## src/rtl/pwm_pkg.sv

```systemverilog
package pwm_pkg;

  typedef enum logic [1:0] {
    PS_DIV1   = 2'd0,
    PS_DIV4   = 2'd1,
    PS_DIV16  = 2'd2,
    PS_DIV16B = 2'd3
  } presc_sel_e;

  typedef enum logic [1:0] {
    REG_PERIOD = 2'd0,
    REG_DUTY   = 2'd1,
    REG_PRESC  = 2'd2,
    REG_NONE   = 2'd3
  } reg_addr_e;

  localparam int unsigned PRE_W = 4;

endpackage

```

## src/rtl/pwm_regs.sv

```systemverilog
module pwm_regs
  import pwm_pkg::*;
#(
  parameter int unsigned PR_W   = 8,
  parameter int unsigned DUTY_W = 10
) (
  input  logic              clk_i,
  input  logic              rst_ni,
  input  logic              wr_en_i,
  input  logic [1:0]        wr_addr_i,
  input  logic [DUTY_W-1:0] wr_data_i,
  output logic [PR_W-1:0]   period_o,
  output logic [DUTY_W-1:0] duty_buf_o,
  output presc_sel_e        presc_o
);

  logic [PR_W-1:0]   period_q;
  logic [DUTY_W-1:0] duty_q;
  presc_sel_e        presc_q;

  always_ff @(posedge clk_i or negedge rst_ni) begin
    if (!rst_ni) begin
      period_q <= '0;
      duty_q   <= '0;
      presc_q  <= PS_DIV1;
    end else if (wr_en_i) begin
      unique case (reg_addr_e'(wr_addr_i))
        REG_PERIOD: period_q <= wr_data_i[PR_W-1:0];
        REG_DUTY:   duty_q   <= wr_data_i;
        REG_PRESC:  presc_q  <= presc_sel_e'(wr_data_i[1:0]);
        default:    ;
      endcase
    end
  end

  assign period_o   = period_q;
  assign duty_buf_o = duty_q;
  assign presc_o    = presc_q;

  AST_UNUSED_ADDR_NOP: assert property (@(posedge clk_i) disable iff (!rst_ni)
    (!wr_en_i || wr_addr_i == REG_NONE) |=> ($stable(period_q) && $stable(duty_q) && $stable(presc_q)));

endmodule

```

## src/rtl/pwm_prescaler.sv

```systemverilog
module pwm_prescaler
  import pwm_pkg::*;
(
  input  logic       clk_i,
  input  logic       rst_ni,
  input  logic       en_i,
  input  presc_sel_e sel_i,
  output logic       tick_o
);

  logic [PRE_W-1:0] pre_cnt_q;
  logic [PRE_W-1:0] limit;

  always_comb begin
    unique case (sel_i)
      PS_DIV1: limit = PRE_W'(0);
      PS_DIV4: limit = PRE_W'(3);
      default: limit = PRE_W'(15);
    endcase
  end

  // >= so that a ratio lowered mid-count still ticks at once
  assign tick_o = en_i && (pre_cnt_q >= limit);

  always_ff @(posedge clk_i or negedge rst_ni) begin
    if (!rst_ni)      pre_cnt_q <= '0;
    else if (!en_i)   pre_cnt_q <= '0;
    else if (tick_o)  pre_cnt_q <= '0;
    else              pre_cnt_q <= pre_cnt_q + 1'b1;
  end

  AST_PRESC_RESTART: assert property (@(posedge clk_i) disable iff (!rst_ni)
    tick_o |=> (pre_cnt_q == '0));

endmodule

```

## src/rtl/pwm_timebase.sv

```systemverilog
module pwm_timebase #(
  parameter int unsigned PR_W  = 8,
  parameter int unsigned SUB_W = 2,
  localparam int unsigned CNT_W = PR_W + SUB_W
) (
  input  logic             clk_i,
  input  logic             rst_ni,
  input  logic             en_i,
  input  logic             tick_i,
  input  logic [PR_W-1:0]  period_i,
  output logic             wrap_o,
  output logic [CNT_W-1:0] next_cnt_o,
  output logic             roll_o
);

  logic [CNT_W-1:0] cnt_q;
  logic [CNT_W-1:0] top;
  logic             roll_q;

  assign top        = {period_i, {SUB_W{1'b1}}};
  // >= so that a shrunk period wraps on the next tick
  assign wrap_o     = tick_i && (cnt_q >= top);
  assign next_cnt_o = wrap_o ? '0 : (tick_i ? cnt_q + 1'b1 : cnt_q);

  // parked at all ones while idle: the first tick wraps and opens a period
  always_ff @(posedge clk_i or negedge rst_ni) begin
    if (!rst_ni) begin
      cnt_q  <= '1;
      roll_q <= 1'b0;
    end else begin
      roll_q <= wrap_o;
      if (!en_i) cnt_q <= '1;
      else       cnt_q <= next_cnt_o;
    end
  end

  assign roll_o = roll_q;

  AST_ROLL_AT_ZERO: assert property (@(posedge clk_i) disable iff (!rst_ni)
    roll_q |-> (cnt_q == '0));
  AST_ROLL_SINGLE: assert property (@(posedge clk_i) disable iff (!rst_ni)
    roll_q |=> !roll_q);

endmodule

```

## src/rtl/pwm_output.sv

```systemverilog
module pwm_output #(
  parameter int unsigned DUTY_W = 10
) (
  input  logic              clk_i,
  input  logic              rst_ni,
  input  logic              en_i,
  input  logic              tick_i,
  input  logic              wrap_i,
  input  logic              roll_i,
  input  logic [DUTY_W-1:0] next_cnt_i,
  input  logic [DUTY_W-1:0] duty_buf_i,
  output logic              pwm_o
);

  logic [DUTY_W-1:0] duty_q;
  logic              pwm_q;

  always_ff @(posedge clk_i or negedge rst_ni) begin
    if (!rst_ni) begin
      duty_q <= '0;
      pwm_q  <= 1'b0;
    end else if (!en_i) begin
      pwm_q  <= 1'b0;
    end else if (wrap_i) begin
      duty_q <= duty_buf_i;
      pwm_q  <= (duty_buf_i != '0);
    end else if (tick_i && next_cnt_i == duty_q) begin
      pwm_q  <= 1'b0;
    end
  end

  assign pwm_o = pwm_q;

  AST_RISE_AT_START: assert property (@(posedge clk_i) disable iff (!rst_ni)
    $rose(pwm_q) |-> roll_i);
  AST_ZERO_DUTY_LOW: assert property (@(posedge clk_i) disable iff (!rst_ni)
    (roll_i && duty_q == '0) |-> !pwm_q);
  AST_DUTY_HELD: assert property (@(posedge clk_i) disable iff (!rst_ni)
    !roll_i |-> $stable(duty_q));
  AST_IDLE_QUIET: assert property (@(posedge clk_i) disable iff (!rst_ni)
    !en_i |=> (!pwm_q && !roll_i));

endmodule

```

## src/rtl/pwm_period_gen.sv

```systemverilog
module pwm_period_gen
  import pwm_pkg::*;
#(
  parameter int unsigned PR_W  = 8,
  parameter int unsigned SUB_W = 2,
  localparam int unsigned DUTY_W = PR_W + SUB_W
) (
  input  logic              clk_i,
  input  logic              rst_ni,
  input  logic              en_i,
  input  logic              wr_en_i,
  input  logic [1:0]        wr_addr_i,
  input  logic [DUTY_W-1:0] wr_data_i,
  output logic              pwm_o,
  output logic              rollover_o
);

  logic [PR_W-1:0]   period;
  logic [DUTY_W-1:0] duty_buf;
  presc_sel_e        presc;
  logic              tick;
  logic              wrap;
  logic              roll;
  logic [DUTY_W-1:0] next_cnt;

  pwm_regs #(.PR_W(PR_W), .DUTY_W(DUTY_W)) u_regs (
    .clk_i      (clk_i),
    .rst_ni     (rst_ni),
    .wr_en_i    (wr_en_i),
    .wr_addr_i  (wr_addr_i),
    .wr_data_i  (wr_data_i),
    .period_o   (period),
    .duty_buf_o (duty_buf),
    .presc_o    (presc)
  );

  pwm_prescaler u_presc (
    .clk_i  (clk_i),
    .rst_ni (rst_ni),
    .en_i   (en_i),
    .sel_i  (presc),
    .tick_o (tick)
  );

  pwm_timebase #(.PR_W(PR_W), .SUB_W(SUB_W)) u_tb (
    .clk_i      (clk_i),
    .rst_ni     (rst_ni),
    .en_i       (en_i),
    .tick_i     (tick),
    .period_i   (period),
    .wrap_o     (wrap),
    .next_cnt_o (next_cnt),
    .roll_o     (roll)
  );

  pwm_output #(.DUTY_W(DUTY_W)) u_out (
    .clk_i      (clk_i),
    .rst_ni     (rst_ni),
    .en_i       (en_i),
    .tick_i     (tick),
    .wrap_i     (wrap),
    .roll_i     (roll),
    .next_cnt_i (next_cnt),
    .duty_buf_i (duty_buf),
    .pwm_o      (pwm_o)
  );

  assign rollover_o = roll;

endmodule

```

## config.mk

```make
export PLATFORM = sky130hd
export DESIGN_NAME = pwm_period_gen
export DESIGN_NICKNAME = d
export VERILOG_FILES = /design/src/rtl/pwm_pkg.sv /design/src/rtl/pwm_regs.sv /design/src/rtl/pwm_prescaler.sv /design/src/rtl/pwm_timebase.sv /design/src/rtl/pwm_output.sv /design/src/rtl/pwm_period_gen.sv
export SDC_FILE = /design/constraint.sdc
export NUM_CORES = 1
export LEC_CHECK = 0
export ABC_AREA = 1
export BUFFER_PORTS_ARGS = -buffer_cell sky130_fd_sc_hd__clkbuf_2
export CAP_MARGIN = 25
export CORE_AREA = 4 4 65 82
export DETAILED_ROUTE_END_ITERATION = 12
export DIE_AREA = 0 0 69 86
export PLACE_DENSITY = 0.87
export SLEW_MARGIN = 20
export SYNTH_ARGS = -nofsm -noshare
export SYNTH_HDL_FRONTEND = slang
export SYNTH_HIERARCHICAL = 1
export SYNTH_SLANG_ARGS = --single-unit
```

## constraint.sdc

```tcl
create_clock -name clk_i -period 4.2 [get_ports clk_i]
set_input_delay 0.42 -clock clk_i [delete_from_list [all_inputs] [get_ports clk_i]]
set_output_delay 0.42 -clock clk_i [all_outputs]
set_load 0.005 [all_outputs]
```

# Word level (Yosys, flattened, before mapping)
# Index checks and enable logic that the tools add are counted.
[totals] ff_bits=46 latch_bits=0 ramBits=0 rom_bits=0 input_bits=16 elab_cells=36 memories=0
[op_classes] addsub=2 multipliers=0 div_mod_pow=0 n_lt_le_gt_ge=2 eq_ne=5 shifts=0 mux=9 bitwise_logic=0 reduce_logical=10
[op_table] operator="$mux 10" n=3
[op_table] operator="$add 10x1->10 const B" n=1
[op_table] operator="$eq 10x10->1" n=1
[op_table] operator="$ge 10x10->1" n=1
[op_table] operator="$reduce_bool 10->1" n=1
[op_table] operator="$mux 4" n=2
[op_table] operator="$pmux 4 s2" n=1
[op_table] operator="$reduce_and 2->1" n=4
[op_table] operator="$add 4x1->4 const B" n=1
[op_table] operator="$eq 2x1->1 const B" n=2
[op_table] operator="$ge 4x4->1" n=1
[op_table] operator="$logic_not 2->1" n=2
[op_table] operator="$logic_and 1x1->1" n=3
[op_table] operator="$mux 1" n=3
[op_table] operator="$ne 3x1->1 const B" n=1
[op_table] operator="$eq 2x2->1 const B" n=1

# Depth between registers and ports, before layout
[logic_depth] depth_word=11 mapped_depth=26

# Modules after synthesis
# The synthesis kept the hierarchy.
[modules_own_cells] mod="pwm_timebase" n_inst=1 cells_per_inst=134 area_each_um2=889.6 seq_area_each_um2=287.8
[modules_own_cells] mod="pwm_regs" n_inst=1 cells_per_inst=90 area_each_um2=828.3 seq_area_each_um2=500.5
[modules_own_cells] mod="pwm_output" n_inst=1 cells_per_inst=102 area_each_um2=658.1 seq_area_each_um2=275.3
[modules_own_cells] mod="pwm_prescaler" n_inst=1 cells_per_inst=37 area_each_um2=294.0 seq_area_each_um2=100.1

# Least setup slack after synthesis
# No wires, ideal clock.
[synth_path] path_kind="reg2reg" from="register u_regs.presc_q[1] (netlist: u_regs/presc_o[1])" to="register u_out.pwm_q (netlist: u_out/pwm_o)" setup_time_ps=120 arrival_ps=2253 slack_ps=1827 path_stages_with_launch=24 period_less_slack_ps=2373 path_cell_list="dfrtp_1 > nor2_1 > inv_1 > ha_1 > nand4_1 > nand3_2 > nand2_1 > inv_1 > nand2_2 > nor2_4 > nand3_2 > or2_0 > nand2_1 > nand2_1 > inv_1 > inv_1 > nand2_1 > nand2_1 > inv_1 > nand2_1 > nor2_1 > nand3_1 > nand2_1 > nand2_1"
[synth_via] elab_chain_len=9
[synth_lines] element="from (decl)" line_no="pwm_regs.sv:19" source="presc_sel_e presc_q;"
[synth_lines] element="from (signal assigned)" line_no="pwm_regs.sv:30" source="REG_PRESC: presc_q <= presc_sel_e'(wr_data_i[1:0]);"
[synth_lines] element="$eq 2x1->1 or $logic_not 2->1 (tied branches)" line_no="pwm_prescaler.sv:15" source="unique case (sel_i)"
[synth_lines] element="$pmux 4 s2 (*)" line_no="pwm_prescaler.sv:15"
[synth_lines] element="$ge 4x4->1 (*)" line_no="pwm_prescaler.sv:23" source="assign tick_o = en_i && (pre_cnt_q >= limit);"
[synth_lines] element="$logic_and 1x1->1 (*)" line_no="pwm_prescaler.sv:23"
[synth_lines] element="named net tick" line_no="pwm_period_gen.sv:21" source="logic tick;"
[synth_lines] element="$mux 10 or $logic_and 1x1->1 (tied branches)" line_no="pwm_timebase.sv:23, pwm_timebase.sv:22"
[synth_lines] element="$mux 10 (*)" line_no="pwm_timebase.sv:23" source="assign next_cnt_o = wrap_o ? '0 : (tick_i ? cnt_q + 1'b1 : cnt_q);"
[synth_lines] element="named net next_cnt[7]" line_no="pwm_period_gen.sv:24" source="logic [DUTY_W-1:0] next_cnt;"
[synth_lines] element="$eq 10x10->1 (*)" line_no="pwm_output.sv:27" source="end else if (tick_i && next_cnt_i == duty_q) begin"
[synth_lines] element="$logic_and 1x1->1 (*)" line_no="pwm_output.sv:27"
[synth_lines] element="$ne 3x1->1 (no source line) (*)"
[synth_lines] element="to (signal assigned)" line_no="pwm_output.sv:26" source="pwm_q <= (duty_buf_i != '0);"
[synth_lines] element="to (decl)" line_no="pwm_output.sv:16" source="logic pwm_q;"
# Mark *: on every way through the listed nets, which the timed path passes. The rest lies on a longest branch.
# A chain may end at the register's enable or synchronous reset.

# Worst setup path in the final report
# Ends and elaborated chain as after synthesis.

==> flow_metrics.py <==
metrics = {
    "outcome": {
        "status": "finished, final reports clean",
    },
    "clock_tree": {
        "clk_pin_slew_ns": 0.08,
        "cts_resized": 0,
        "cts_made_buffers": 5,
        "clkSinkCount": 46,
        "postCtsSetupBuffers": 0,
        "insertion_delay_ns": 0.30,
        "clock-root-buffer": "clkbuf_8",
        "htreeDepth": 2,
        "cts_max_path_buffers": 2,
        "cts_hold_buffers": 0,
        "cts_tree": "yes",
    },
    "logic_synthesis": {
        "synth_top_flop_cell": "dfrtp_1",
        "ys_seq_area_share_pct": 43.6,
        "synth_cells": 363,
        "synth_edf_count": 0,
        "synth_area_um2": 2670,
        "synth_common_cells": "nand2_1 (138), inv_1 (68), dfrtp_1 (36)",
        "yosys_warnings": 6,
        "synth_top_area_cell": "dfrtp_1",
        "synthArstFlopShare_pct": 100,
        "synth_top_area_share_pct": 33.7,
        "syn_nets": 393,
        "syn_area_per_cell_um2": 7.36,
        "synthTopCellsByArea": "dfrtp_1 (34%), nand2_1 (19%), dfstp_2 (9.8%), inv_1 (9.6%), ha_1 (6.6%)",
        "synth_seq_cells": 46,
        "yosys.cell_types.count": 25,
        "yosysMostFrequentCell": "nand2_1",
    },
    "drt": {
        "wl_per_cell_um": 12.0,
        "drt-initial-drc-count": 131,
        "wirelength_mm": 5.26,
        "viasPerCell": 5.09,
        "antenna_left": 0,
        "dr_total_vias": 2239,
        "drc_errors": 0,
        "drtPass1Iterations": 4,
    },
    "job": {
        "cap_violations": 0,
    },
    "power": {
        "power_density_nw_per_um2": 639,
        "irDropWorstVdd_uv": 310,
        "leakage_nw": 1.71,
    },
    "placement": {
        "port_buffers": 17,
        "gp_congestion": 0.865,
        "place_inst": 433,
        "hpwl_mm": 4.08,
        "place_ws_ns": 1.54,
    },
    "die": {
        "die_area_um2": 5930,
        "die_y_um": 86,
        "ioPinCount": 18,
        "dieWidth_um": 69,
        "design.core.area_um2": 4620,
        "rows": 28,
        "start_util_pct": 57.7,
    },
    "timing": {
        "finalSetupViolCount": 0,
        "relSlewSlack_pct": 59.6,
        "timing.fmax_mhz": 373,
        "fin_tns_setup_ns": 0,
        "drv_slew": 0,
        "rsz0062_at_grt": "false",
        "worst_pin_slew_ns": 0.606,
        "fin_skew_ns": 0.00718,
        "fin_crit_sh_pct": 63.9,
        "fin_ws_ns": 1.52,
        "finalHoldViolCount": 0,
        "fin_crit_ns": 2.68,
    },
    "global_route": {
        "grtUsageTotal_pct": 19.8,
        "antenna_found_initial": 0,
        "grt_start_max_net_pins": 47,
        "globalRouteOverflowTotal": 0,
        "grt_pass1_vias": 2232,
        "grt_pass1_wl_mm": 9.48,
    },
    "critical_path": {
        "start_kind": "flop",
        "critPathRequiredTime_ns": 4.39,
        "slowest_delay_ns": 0.40,
        "rrSetupSlack_ns": 1.52,
        "crit_arrival_ns": 2.88,
        "critPathTopFamily": "simple AND/OR/NAND/NOR gates",
        "crit_slowest_cell": "dfrtp_1",
        "end_kind": "flop",
        "worst-setup-path-type": "flop to flop",
        "critical_path.max_fanout": 8,
        "cp_common_cell": "nand2_1",
        "crit_buf_inv": 6,
    },
    "finish": {
        "fin_cells": 440,
        "layout-drive-gt1-share_pct": 11.6,
        "syn_to_final_growth_pct": 8.86,
        "fin_nets": 410,
        "antenna_cells": 0,
    },
    "hold_path": {
        "hp-class": "input port to async pin",
    },
}
-- report_power, final --
part,switching (mW),total [mW],internal (mW)
registers,0.123,0.726,0.603
logic,0.511,0.802,0.291
clock network,0.139,0.329,0.190
total,0.773,1.86,1.09
-- routing by layer --
layer  share of wire (%)  GRT usage [%]  vias to the layer above
met5                   0              0                        -
met4                 3.0           8.53                        0
met3                 3.2           3.87                       15
met2                  51           35.0                       47
met1                  43           23.4                     1028
li1                    -              -                     1149
-- metrics by stage --
stage	power [mW]	util (%)	hold slack, ns	area, um^2
3_3_place_gp	1.48	60.4	0.454	2790
5_1_grt	2.05	62.9	0.197	2910
6_report	1.86	62.9	0.145	2910
4_1_cts	1.86	62.9	0.171	2910
3_5_place_dp	1.52	60.4	0.464	2790
2_1_floorplan	1.33	-	0.124	2670
-- flip-flops by register name, indices dropped and copies added, names as in the netlist --
| register | flops |
|---|---|
| u_tb/cnt_q | 10 |
| u_regs/duty_buf_o | 10 |
| u_out/duty_q | 10 |
| u_regs/presc_o | 2 |
| u_regs/period_o | 8 |
| u_presc/pre_cnt_q | 4 |
| u_out/pwm_o | 1 |
| u_tb/roll_o | 1 |
-- path summary, 6_finish.rpt --
path	from	to	cells past startpoint
max in group asynchronous	rst_ni	u_presc/pre_cnt_q[3]	1
worst min register to register	u_regs/period_o[5]	u_regs/period_o[5]	2
worst max-delay path	u_regs/presc_o[1]	u_out/pwm_o	26
worst max register to register	u_regs/presc_o[1]	u_out/pwm_o	26
min in group clk_i	wr_data_i[8]	u_regs/duty_buf_o[8]	3
worst min-delay path	rst_ni	u_presc/pre_cnt_q[2]	1
-- placed cells by master, fill, tap and decap left out, drive strengths merged --
cell,count
a21o,1
ha,14
clkinv,1
bufinv,1
o21ai,11
clkbuf,23
and3b,1
xnor2,2
nand4,19
nor2,24
nand3,20
inv,68
or2,1
o21bai,1
dfstp,10
xor2,4
dfrtp,36
a21oi,3
nand2,140
-- layout make-up --
| class | count | area [um^2] |
|---|---|---|
| Clock buffer | 6 | 82.6 |
| Clock inverter | 1 | 30.0 |
| Fill cell | 418 | 1720 |
| Inverter | 69 | 259 |
| Multi-Input combinational cell | 241 | 1210 |
| Sequential cell | 46 | 1160 |
| Tap cell | 60 | 75.1 |
| Timing Repair Buffer | 17 | 87.6 |
-- cells by family after synthesis --
logic type | after synthesis | share of synthesized area (%)
simple gates | 205 | 33.4
buf+inv | 76 | 11.2
flops | 46 | 43.6
compound gates | 16 | 3.33
fa+ha+maj | 14 | 6.56
xor+xnor | 6 | 1.97
(Power assumes the default switching activity.)
